$ cat config.mk
export PLATFORM = sky130hd
export DESIGN_NAME = nmi_gate_ctrl
export DESIGN_NICKNAME = d
export VERILOG_FILES = /design/src/rtl/nmi_gate_pkg.sv /design/src/rtl/nmi_block_track.sv /design/src/rtl/nmi_pend_latch.sv /design/src/rtl/nmi_deliver_gate.sv /design/src/rtl/nmi_gate_ctrl.sv
export SDC_FILE = /design/constraint.sdc
export NUM_CORES = 1
export LEC_CHECK = 0
export ABC_CLOCK_PERIOD_IN_PS = 2000
export BUFFER_PORTS_ARGS = -buffer_cell sky130_fd_sc_hd__clkbuf_2
export CORE_AREA = 5 5 42 44
export DETAILED_ROUTE_END_ITERATION = 10
export DIE_AREA = 0 0 47 49
export PLACE_DENSITY_LB_ADDON = 0.15
export SLEW_MARGIN = 40
export SYNTH_ARGS = -nofsm -noshare
export SYNTH_HDL_FRONTEND = slang
export SYNTH_SLANG_ARGS = --single-unit
$ cat constraint.sdc
create_clock -name clk -period 2 [get_ports clk]
set_clock_uncertainty 0.15 [all_clocks]
set_input_delay 0.1 -clock clk [delete_from_list [all_inputs] [get_ports clk]]
set_output_delay 0.1 -clock clk [all_outputs]
set_load 0.005 [all_outputs]
$ cat src/rtl/nmi_gate_pkg.sv
package nmi_gate_pkg;

    typedef enum logic [1:0] {
        EV_NONE,
        EV_ENTER,
        EV_RESUME,
        EV_IRET
    } mode_event_t;

    typedef struct packed {
        logic in_smm;
        logic blk;
        logic saved_mask;
    } blk_state_t;

    typedef struct packed {
        logic pending;
    } pend_state_t;

endpackage

$ cat src/rtl/nmi_block_track.sv
module nmi_block_track
    import nmi_gate_pkg::*;
(
    input  logic clk,
    input  logic rst,
    input  logic smm_enter,
    input  logic smm_resume,
    input  logic iret_strobe,
    input  logic deliver,
    input  logic nmi_mask,
    output logic in_smm,
    output logic blocked
);

    blk_state_t  st_d, st_q;
    mode_event_t ev;

    // entry outranks resume, resume outranks return
    always_comb begin
        if (smm_enter)
            ev = EV_ENTER;
        else if (smm_resume && st_q.in_smm)
            ev = EV_RESUME;
        else if (iret_strobe)
            ev = EV_IRET;
        else
            ev = EV_NONE;
    end

    always_comb begin
        st_d = st_q;
        unique case (ev)
            EV_ENTER: begin
                st_d.in_smm     = 1'b1;
                st_d.blk        = 1'b1;
                st_d.saved_mask = st_q.in_smm ? st_q.saved_mask : nmi_mask;
            end
            EV_RESUME: begin
                st_d.in_smm = 1'b0;
                st_d.blk    = st_q.saved_mask;
            end
            EV_IRET:  st_d.blk = 1'b0;
            default:  st_d = st_q;
        endcase
        // a delivered NMI starts its handler: blocked until a return
        if (deliver)
            st_d.blk = 1'b1;
        if (rst)
            st_d = '0;
    end

    always_ff @(posedge clk) begin
        st_q <= st_d;
    end

    assign in_smm  = st_q.in_smm;
    assign blocked = st_q.blk | (~st_q.in_smm & nmi_mask);

endmodule

$ cat src/rtl/nmi_pend_latch.sv
module nmi_pend_latch
    import nmi_gate_pkg::*;
(
    input  logic clk,
    input  logic rst,
    input  logic nmi_req,
    input  logic deliver,
    output logic pending
);

    pend_state_t st_d, st_q;

    always_comb begin
        st_d = st_q;
        if (deliver)
            st_d.pending = 1'b0;
        // a single slot: a request on a full slot merges away
        if (nmi_req)
            st_d.pending = 1'b1;
        if (rst)
            st_d = '0;
    end

    always_ff @(posedge clk) begin
        st_q <= st_d;
    end

    assign pending = st_q.pending;

endmodule

$ cat src/rtl/nmi_deliver_gate.sv
module nmi_deliver_gate (
    input  logic insn_bnd,
    input  logic nmi_ack,
    input  logic pending,
    input  logic blocked,
    input  logic smm_enter,
    output logic deliver
);

    logic window_open;

    always_comb begin
        window_open = insn_bnd & nmi_ack & ~smm_enter;
        deliver     = window_open & pending & ~blocked;
    end

endmodule

$ cat src/rtl/nmi_gate_ctrl.sv
module nmi_gate_ctrl (
    input  logic clk,
    input  logic rst,
    input  logic nmi_req,
    input  logic smm_enter,
    input  logic smm_resume,
    input  logic iret_strobe,
    input  logic insn_bnd,
    input  logic nmi_ack,
    input  logic nmi_mask,
    output logic nmi_deliver,
    output logic nmi_blocked,
    output logic nmi_pending,
    output logic in_smm
);

    logic deliver_w;
    logic blocked_w;
    logic pending_w;
    logic in_smm_w;

    nmi_block_track u_track (
        .clk         (clk),
        .rst         (rst),
        .smm_enter   (smm_enter),
        .smm_resume  (smm_resume),
        .iret_strobe (iret_strobe),
        .deliver     (deliver_w),
        .nmi_mask    (nmi_mask),
        .in_smm      (in_smm_w),
        .blocked     (blocked_w)
    );

    nmi_pend_latch u_pend (
        .clk     (clk),
        .rst     (rst),
        .nmi_req (nmi_req),
        .deliver (deliver_w),
        .pending (pending_w)
    );

    nmi_deliver_gate u_gate (
        .insn_bnd  (insn_bnd),
        .nmi_ack   (nmi_ack),
        .pending   (pending_w),
        .blocked   (blocked_w),
        .smm_enter (smm_enter),
        .deliver   (deliver_w)
    );

    assign nmi_deliver = deliver_w;
    assign nmi_blocked = blocked_w;
    assign nmi_pending = pending_w;
    assign in_smm      = in_smm_w;

endmodule

# == Word level (Yosys, flattened, before mapping) ==
# Cells that the tools add are included.
# classes
eq_ne,3
mux,8
bitwise,9
reduce_logical,5
# op_table
operator,n
two-way mux 2 bit,3
AND 1 bit,5
"equality test 2 bit, second input constant",2
nonzero test 2 bit,2
nonzero test 4 bit,1
two-way mux 1 bit,3
NOT 1 bit,3
case mux 1 bit (3 select lines),1
"equality test 2 x 1 -> 1 bit, second input constant",1
case mux 1 bit (2 select lines),1
AND reduction 2 bit,1
logical AND 1 bit,1
bitwise OR 1 bit,1
# word_totals
regBits,4
in_bits,9
output_inout_bits,4
word_cells,29

# == Logic depth before layout (Yosys ltp) ==
# Gate-level depths: netlist of the first run.
# depth
ltp_word,7
ltp_mapped,7
ltp_nobuf,7

# == By module ==
# From an unflattened synthesis of the first run, not the netlist that was laid out.
# hier_totals
hier_cells,28
area_unflattened_um2,239.0
# modules_own_cells
module,n_inst,cells_per_inst,area_per_inst_um2,seq_area_each_um2
nmi_block_track,1,22,185.2,60.1
nmi_pend_latch,1,4,38.8,20.0
nmi_deliver_gate,1,2,15.0,0.0

# == Least setup slack after synthesis of the first run ==
# Ideal clock, no wire load.
# synth_path
path_kind,register to register
from,"register u_track.st_q, in the netlist u_track.in_smm"
to,register u_track.st_q[1] (netlist name)
setup_ns,0.117
t_arrival_ns,1.353
required_ns,1.733
path_slack_ns,0.380
stages_incl_launch_ff,8
n_path_buf,0
synth_period_minus_slack_ns,1.620
cell_sequence,dfxtp_1 -> nand2_1 -> a21oi_1 -> inv_1 -> ha_1 -> or3b_1 -> o211ai_2 -> o2bb2ai_2
# synth_between
elab_chain_len,6
elab_cells_between_ends,14
classes_between,eq/ne (3); mux (4); bitwise (5); reduce/logical (2)
# synth_rtl
item,line_no,rtl
start: declaration,nmi_block_track.sv:15,"blk_state_t st_d, st_q;"
start signal: assignment,nmi_block_track.sv:53,st_q <= st_d;
logical AND 1 bit or NOT 1 bit (tied branches),-,
two-way mux 2 bit or AND 1 bit (tied branches),"nmi_block_track.sv:22, nmi_block_track.sv:57",
two-way mux 2 bit or bitwise OR 1 bit (tied branches),"nmi_block_track.sv:20, nmi_block_track.sv:57",
equality test 2 bit (tied with other cells),nmi_block_track.sv:32,unique case (ev)
case mux 1 bit (3 select lines) or AND 1 bit (tied branches),"nmi_block_track.sv:32, nmi_deliver_gate.sv:14",
two-way mux 1 bit or nonzero test 4 bit (tied branches),-,
# Parallel ways exist; a longest one is shown, timed or not.
# A chain may end at the register's enable or synchronous reset.

# == Worst setup path in the final report of the first run ==
# Same ends and word-level chain as after synthesis.

==> reports/qor.txt, run 1 <==
Run status = finished, final reports clean
Chip Width = 47 um
Max-cap violation count = 0
Syn nets = 40
Total number of vias = 270
Reg2reg start = u_track.in_smm
Min cycle time layout = 1.72 ns
Share of cells above drive strength 1 = 45.7%
# clock sinks = 4
Final Cycle Share = 85.9%
H-tree depth = 1
CP Capture Point = u_track.st_q[1]
First-pass GRT wire length = 1110 um
Nets = 59
Site Rows = 14
Setup violations, final = 0
Max_slew headroom = 83.9%
Syn Area/Cell = 9.66 um^2
Dpl cells = 57
Most frequent cells in the layout = clkbuf_2, dfxtp_1
Setup repair after global routing missed its margin = no
DRC errors left = 0
Detailed-route vias per instance = 4.35
Max Fclk = 582 MHz
RR Endpoint = u_track.st_q[1]
Total power = 266 uW
Root buf cell = clkbuf_4
CP Launch Type = flip-flop
Clk_lat worst skew = 0.24 ns
Final WL = 660 um
Power Density = 660 mW/mm^2
Logic pwr share = 24.3%
Synth Register Bits = 4
Initial antenna violation count = 0
IO Port Bufs = 12
Compound-Gate Fraction of Synth Area = 28.6%
Synth Warn # = 0
Cts hold-fix bufs = 2
Hold Crit Class = in2reg
Seq/Total Area, Yosys = 28.6%
Xor/xnor cell area share of the yosys netlist = 0%
Hold path cells = 3
CTS clk-pin slew, worst paths = 0.04 ns
Layout fillers = 156
Register-to-Register Path Depth = 7
Final Util = 28.7%
R2r setup slk = 0.28 ns
Starting Density = 20.0%
Post-Synth Simple-Gate Area = 25.0%
Vias in the first global route = 272
Antenna fix cells = 0
Crit. End Element = flip-flop
Netlist Area Pre-Place = 280 um^2
Switching Share = 28.4%
Post-DRT Antenna Nets = 0
Post-CTS Resized = 0
Total gr overflow = 0
Slew Limit Fails = 0
Post-CTS setup buffer count = 0
DR pass1 iterations = 2
Overall Global Routing Usage = 7.11%
Adder-cell share of the synthesized area = 8.93%
IO Pins = 13
Crit. Startpoint = u_track.in_smm
Mux contribution to synthesized area = 3.57%
Main combinational cell family by area after synthesis = compound AO/OA/AOI/OAI gates
Final non-filler cell total = 62
Internal = 190 uW
Chip Height = 49 um
CTS tree = done
HPWL Detailed = 556 um
Final Hold Fails = 0
Static Leak = 0.000201 uW
WP data required = 1.98 ns
Synth cell types = 18
GP Congestion = 0.717
Clock network power share = 38.5%
TritonCTS Buffers = 3
Crit path kind = reg2reg
Routed WL per cell = 10.6 um
Syn Inst Count = 29
Die area = 0.00230 mm^2
Drt initial violations = 4
Max VDD drop = 0.383 mV
Psw = 75.6 uW
Crit-path max FO = 5
Max clock buf depth = 2
Largest net degree at the start of global routing = 6
Seq pwr share = 37.2%
Commonest non-fill, non-tap cell in the layout = clkbuf_2
Worst-Margin Slew = 0.241 ns
Area Overhead vs Synth = 43.7%
CP Data Arrival Time = 1.70 ns
TNS Setup = 0 ns
Core area = 0.00140 mm^2
[cells in the mapped netlist]
cell / instances / area (um^2)
inv_1: 3 / 11.3
nor2b_1: 1 / 6.26
o2bb2ai_2: 1 / 15.0
and3_1: 1 / 6.26
dfxtp_1: 4 / 80.1
a211oi_4: 1 / 20.0
a21oi_1: 3 / 15.0
nand2_1: 3 / 11.3
mux2i_1: 1 / 10.0
o2bb2ai_1: 1 / 8.76
inv_2: 1 / 3.75
or3b_1: 1 / 8.76
a21o_2: 1 / 8.76
o211ai_2: 1 / 12.5
ha_1: 2 / 25.0
nand2b_1: 1 / 6.26
nor2_1: 2 / 7.51
nand4b_4: 1 / 23.8
[cells by family after synthesis]
| logic type | Yosys count |
|---|---|
| simple gates | 10 |
| buf+inv | 4 |
| fa+ha+maj | 2 |
| flops | 4 |
| compound gates | 8 |
| mux | 1 |
[layout make-up]
| type | count | area, um^2 | area share, % |
|---|---|---|---|
| multi-input cells | 21 | 185 | 46.0 |
| flip-flops and latches | 4 | 80.1 | 19.9 |
| clock buffers | 3 | 22.5 | 5.59 |
| well taps | 16 | 20.0 | 4.97 |
| repair buffers | 14 | 80.1 | 19.9 |
| inverters | 4 | 15.0 | 3.73 |
[per-stage QoR]
step	hold WS, ns	setup WS [ns]	cell area, um^2
final	0.0389	0.282	403
after global routing	0.0813	0.136	403
after CTS	0.0321	0.281	403
after detailed placement	0.128	0.287	360
after global placement	0.127	0.325	360
after floorplan	0.0224	0.380	280
[worst min-delay path by stage]
stage / end / from
5_1_grt: u_track.st_q[0] / nmi_mask
3_3_place_gp: u_track.st_q[0] / rst
4_1_cts: u_track.st_q[0] / nmi_mask
2_1_floorplan: u_track.st_q[0] / rst
6_report: u_track.st_q[0] / nmi_mask
3_5_place_dp: u_track.st_q[0] / rst
[flip-flops by register name, indices dropped and copies added, names as in the netlist]
signal / cells
u_track.in_smm: 1
u_track.st_q: 2
u_pend.pending: 1
[worst max-delay path, stage by stage, from the launching register on]
cell       delay [ns]
dfxtp_1          0.40
nand2_1          0.08
a21oi_1          0.19
inv_1            0.07
ha_1             0.21
or3b_1           0.37
o211ai_2         0.08
o2bb2ai_2        0.06
[power by group through the flow]
stage                     sequential (uW)  clock, uW  combinational (uW)
after global placement                100          0                62.0
after CTS                            99.1        107                66.1
after global routing                  100        114                72.1
after floorplan                      98.8          0                37.5
after detailed placement              100          0                62.4
final                                98.9        102                64.6
[routing by layer]
metal	up-vias	wire length, um	track usage [%]
met2	11	340	10.9
li1	136	-	-
met3	2	72	6.64
met4	0	12	2.76
met1	121	234	6.36
met5	-	0	0
Note: power is estimated with default switching activity, not from simulation.
==> inputs of run 2 (changes only) <==
--- a/config.mk
+++ b/config.mk
@@ -5,7 +5,7 @@
 export SDC_FILE = /design/constraint.sdc
 export NUM_CORES = 1
 export LEC_CHECK = 0
-export ABC_CLOCK_PERIOD_IN_PS = 2000
+export ABC_CLOCK_PERIOD_IN_PS = 1750
 export BUFFER_PORTS_ARGS = -buffer_cell sky130_fd_sc_hd__clkbuf_2
 export CORE_AREA = 5 5 42 44
 export DETAILED_ROUTE_END_ITERATION = 10
==> constraint.sdc (replaced) <==
create_clock -name clk -period 1.75 [get_ports clk]
set_clock_uncertainty 0.15 [all_clocks]
set_input_delay 0.0875 -clock clk [delete_from_list [all_inputs] [get_ports clk]]
set_output_delay 0.0875 -clock clk [all_outputs]
set_load 0.005 [all_outputs]
==> reports/qor.txt, run 2 (synthesis gave the netlist of run 1 again) <==
Final Cycle Share = 92.6%
Reg2reg start = u_track.in_smm
Design area = 404 um^2
Clk_lat worst skew = 0.23 ns
Crit path kind = reg2reg
Root buf cell = clkbuf_4
Die area = 0.00230 mm^2
Initial antenna violation count = 0
Final WL = 649 um
Slowest Stage Delay on Critical Path = 0.37 ns
Share of cells above drive strength 1 = 47.8%
Starting Density = 20.0%
Vias in the first global route = 269
Psw = 84.2 uW
Slowest cell on crit path = or3b_1
Commonest non-fill, non-tap cell in the layout = clkbuf_2
TNS Setup = 0 ns
GP Congestion = 0.691
Placed Area = 360 um^2
Run status = finished, final reports clean
Detailed-route vias per instance = 4.37
Post-DRT Antenna Nets = 0
Routed WL per cell = 10.5 um
Seq pwr share = 37.3%
CP Data Arrival Time = 1.59 ns
Hold Crit Class = in2reg
DRC errors left = 0
Hold path cells = 3
WHS = 0.0393 ns
Hold path start = nmi_mask
Logic pwr share = 24.3%
Final non-filler cell total = 62
H-tree depth = 1
Nets = 59
Final Hold Fails = 0
Clock network power share = 38.4%
IO Port Bufs = 12
Slew Limit Fails = 0
CTS tree = done
Max-cap violation count = 0
Total gr overflow = 0
Setup violations, final = 0
Site Rows = 14
Crit-path max FO = 5
Register-to-Register Path Depth = 7
Worst-Margin Slew = 0.242 ns
Static Leak = 0.000201 uW
Max clock buf depth = 2
Dpl cells = 57
TritonCTS Buffers = 3
Pre-CTS WS = 0.0732 ns
Chip Width = 47 um
CTS clk-pin slew, worst paths = 0.04 ns
R2r setup slk = 0.13 ns
Overall Global Routing Usage = 7.03%
Max VDD drop = 0.200 mV
Layout fillers = 164
RR Endpoint = u_track.st_q[1]
Max_slew headroom = 83.8%
Max reg flops = 2
Setup repair after global routing missed its margin = no
HPWL Detailed = 578 um
Max Fclk = 617 MHz
Power Density = 747 mW/mm^2
Reg with most FFs = u_track.st_q
Hold Path End = u_track.st_q[0]
Chip Height = 49 um
Total number of vias = 271
Min cycle time layout = 1.62 ns
Area Overhead vs Synth = 44.2%
Switching Share = 27.9%
DR pass1 iterations = 1
Internal = 218 uW
Core area = 0.00140 mm^2
Final worst slack = 0.130 ns
Antenna fix cells = 0
CP Launch Type = flip-flop
WP data required = 1.72 ns
First-pass GRT wire length = 1070 um
Cell breakdown of the critical path = nand2_1 -> a21oi_1 -> inv_1 -> ha_1 -> or3b_1 -> o211ai_2 -> o2bb2ai_2
Largest net degree at the start of global routing = 6
# clock sinks = 4
Crit. End Element = flip-flop
Drt initial violations = 0
IO Pins = 13
## run 2: layout make-up
cell class / instances / area, um^2 / share of cell area (%)
clock buffers: 3 / 22.5 / 5.57
repair buffers: 14 / 80.1 / 19.8
inverters: 4 / 15.0 / 3.72
multi-input cells: 21 / 185 / 45.8
well taps: 16 / 20.0 / 4.95
flip-flops and latches: 4 / 81.3 / 20.1
## run 2: what timing repair did
item | CTS | global route
buffers inserted | 0 | 0
endpoints found under the setup margin | 0 | 1
hold endpoints to repair | 2 | 0
hold buffers | 2 | 0
resized for setup | 0 | 1
## run 2: routing by layer
layer  track usage (%)  part of all wire, %  vias to the layer above
met1              5.69                   32                      123
li1                  -                    -                      136
met3              3.32                  9.1                        2
met4              6.91                  3.4                        0
met5                 0                    0                        -
met2              11.3                   55                       10
## run 2: power by group through the flow
stage	logic [uW]	clock network [uW]	registers (uW)
2_1_floorplan	42.9	0	113
5_1_grt	84.1	136	114
3_5_place_dp	71.4	0	114
4_1_cts	75.9	123	113
6_report	73.3	116	113
3_3_place_gp	70.7	0	114
## run 2: worst max-delay path by stage
stage | start | to | slack, ns | cells past startpoint
2_1_floorplan | u_track.in_smm | u_track.st_q[1] | 0.13 | 7
3_3_place_gp | u_track.in_smm | u_track.st_q[1] | 0.10 | 7
3_5_place_dp | u_track.in_smm | u_track.st_q[1] | 0.07 | 7
4_1_cts | u_track.in_smm | u_track.st_q[1] | 0.05 | 7
5_1_grt | u_track.in_smm | u_track.st_q[1] | 0.04 | 7
6_report | u_track.in_smm | u_track.st_q[1] | 0.13 | 7
## run 2: through the flow
step	total power, uW	util (%)
global route	334	28.8
floorplan	156	-
CTS	312	28.7
detailed placement	185	25.7
global placement	185	25.7
finish	302	28.8
## run 2: worst max-delay path: cells and delay by family (launching register included)
family,cells,cell delay [ns]
AO/OA/AOI/OAI,3,0.33
flip-flops,1,0.35
buffers and inverters,1,0.06
AND/OR/NAND/NOR,2,0.42
adder cells (fa/ha/maj),1,0.20
==> inputs of run 3 (changes only) <==
--- a/config.mk
+++ b/config.mk
@@ -5,6 +5,7 @@
 export SDC_FILE = /design/constraint.sdc
 export NUM_CORES = 1
 export LEC_CHECK = 0
+export ABC_AREA = 1
 export ABC_CLOCK_PERIOD_IN_PS = 1750
 export BUFFER_PORTS_ARGS = -buffer_cell sky130_fd_sc_hd__clkbuf_2
 export CORE_AREA = 5 5 42 44
==> reports/qor.txt, run 3 <==
Antenna fix cells = 0
Internal = 215 uW
H-tree depth = 1
Main flop type after synthesis = dfxtp_1
Logic pwr share = 27.4%
Max reg flops = 2
Netlist Area Pre-Place = 283 um^2
IO Pins = 13
Pre-CTS WS = 0.246 ns
Post-CTS setup buffer count = 0
HPWL Detailed = 517 um
Crit-path max FO = 4
CP Launch Type = flip-flop
Syn Area/Cell = 7.25 um^2
Syn Inst Count = 39
Starting Density = 20.2%
Chip Height = 49 um
Max Fclk = 642 MHz
Hold Crit Class = in2reg
Cts hold-fix bufs = 3
Max VDD drop = 0.440 mV
Detailed-route vias per instance = 3.95
Top cells by area, synth = dfxtp_1, inv_1, ha_1, nand2_4, a21oi_1
Max-cap violation count = 0
Overall Global Routing Usage = 6.33%
Yosys top cell area share = 28.3%
TritonCTS Buffers = 3
Total number of vias = 288
Clock network power share = 37.3%
Slew Limit Fails = 0
Slowest Stage Delay on Critical Path = 0.54 ns
Setup violations, final = 0
Number of synthesized flops with an enable pin = 0
Syn nets = 50
DR pass1 iterations = 4
Static Leak = 0.000226 uW
Final WL = 606 um
TNS Setup = 0 ns
Min cycle time layout = 1.56 ns
Nets = 70
Crit. End Element = flip-flop
Seq pwr share = 35.2%
Total gr overflow = 0
Final Cycle Share = 89.0%
Root buf cell = clkbuf_4
Clk_lat worst skew = 0.23 ns
Synth cell types = 16
Drt initial violations = 2
GP Congestion = 0.681
Area Overhead vs Synth = 46.9%
Worst-Margin Slew = 0.182 ns
Max_slew headroom = 87.9%
Vias in the first global route = 248
Synth Register Bits = 4
Reg with most FFs = u_track.st_q
Most frequent cell on the critical path = nand2_4
Switching Share = 28.2%
Power Density = 722 mW/mm^2
Site Rows = 14
Largest net degree at the start of global routing = 5
CP Data Arrival Time = 1.53 ns
Core area = 0.00140 mm^2
Initial antenna violation count = 0
Commonest non-fill, non-tap cell in the layout = clkbuf_2
Async S/R FF share, synth = 0%
Run status = finished, final reports clean
Chip Width = 47 um
Slowest cell on crit path = dlygate4sd3_1
Setup repair after global routing missed its margin = no
Top cells by instance count after synthesis = inv_1, nand2_1, a21oi_1, dfxtp_1
# clock sinks = 4
Share of cells above drive strength 1 = 42.1%
CTS tree = done
Seq/Total Area, Yosys = 28.3%
Top-count cell post-synth = inv_1
Largest area contributor in the netlist = dfxtp_1
First-pass GRT wire length = 1000 um
CTS clk-pin slew, worst paths = 0.04 ns
Crit path kind = reg2reg
Cell breakdown of the critical path = inv_2 -> nand2_4 -> nand2_4 -> o21bai_1 -> a21oi_1 -> dlygate4sd3_1
Max clock buf depth = 2
Routed WL per cell = 8.30 um
Die area = 0.00230 mm^2
Psw = 84.7 uW
Synth Warn # = 0
IO Port Bufs = 12
Final Hold Fails = 0
Post-DRT Antenna Nets = 0
Post-CTS Resized = 0
DRC errors left = 0
Final worst slack = 0.192 ns
WP data required = 1.72 ns
Most frequent cells in the layout = clkbuf_2, inv_1, nand2_1
## run 3: changes by cell type after synthesis, moves of 2 or more
cell	previous run	this run
inv_1	3	8
nand3_1	0	3
nand2_4	0	2
nand2_1	3	5
inv_2	1	3
## run 3: cell type report
class | count | area, um^2
clock buffers | 3 | 22.5
multi-input cells | 24 | 161
well taps | 16 | 20.0
flip-flops and latches | 4 | 80.1
fillers | 167 | 986
repair buffers | 15 | 90.1
inverters | 11 | 41.3
## run 3: through the flow
stage	std cells	hold slack, ns	power, uW	util [%]	cell area (um^2)
final	73	0.00716	300	29.6	415
after global routing	73	0.0222	332	29.6	415
after CTS	73	0.00116	307	29.6	415
after detailed placement	67	0.163	185	25.9	363
after global placement	67	0.163	185	25.9	363
after floorplan	39	-0.0000555	157	-	283
## run 3: critical path: cells and delay by family (launching register included)
family / cells / cell delay, ns
AOI/OAI and AO/OA: 2 / 0.19
and+or+nand+nor: 2 / 0.12
buffers and inverters: 2 / 0.62
DFF: 1 / 0.37
## run 3: worst paths after layout
check / from / cells past startpoint / slack, ns / endpoint
worst max-delay path: u_track.in_smm / 6 / 0.19 / u_pend.pending
worst min register to register: u_track.st_q[0] / 2 / 0.34 / u_track.st_q[0]
worst max register to register: u_track.in_smm / 6 / 0.19 / u_pend.pending
worst min-delay path: nmi_mask / 3 / 0.007 / u_track.st_q[0]
## run 3: power groups by stage
stage,clock network (uW),registers [uW],logic (uW)
5_1_grt,132,106,94.0
3_5_place_dp,0,107,77.6
6_report,112,106,82.3
4_1_cts,118,106,83.8
3_3_place_gp,0,107,78.1
2_1_floorplan,0,107,49.6
## run 3: kinds of logic (layout without fill, tap and decap cells)
| logic type | after synthesis | after routing | share of synthesized area [%] |
|---|---|---|---|
| compound gates | 8 | 8 | 17.3 |
| buf+inv | 11 | 29 | 14.6 |
| simple gates | 14 | 14 | 31.0 |
| flops | 4 | 4 | 28.3 |
| fa+ha+maj | 2 | 2 | 8.85 |
## run 3: per-layer routing
metal | track usage (%) | part of all wire (%) | up-vias
met5 | 0 | 0 | -
met4 | 0 | 0 | 0
met3 | 7.01 | 14 | 0
met2 | 7.92 | 41 | 13
met1 | 7.89 | 45 | 117
li1 | - | - | 158
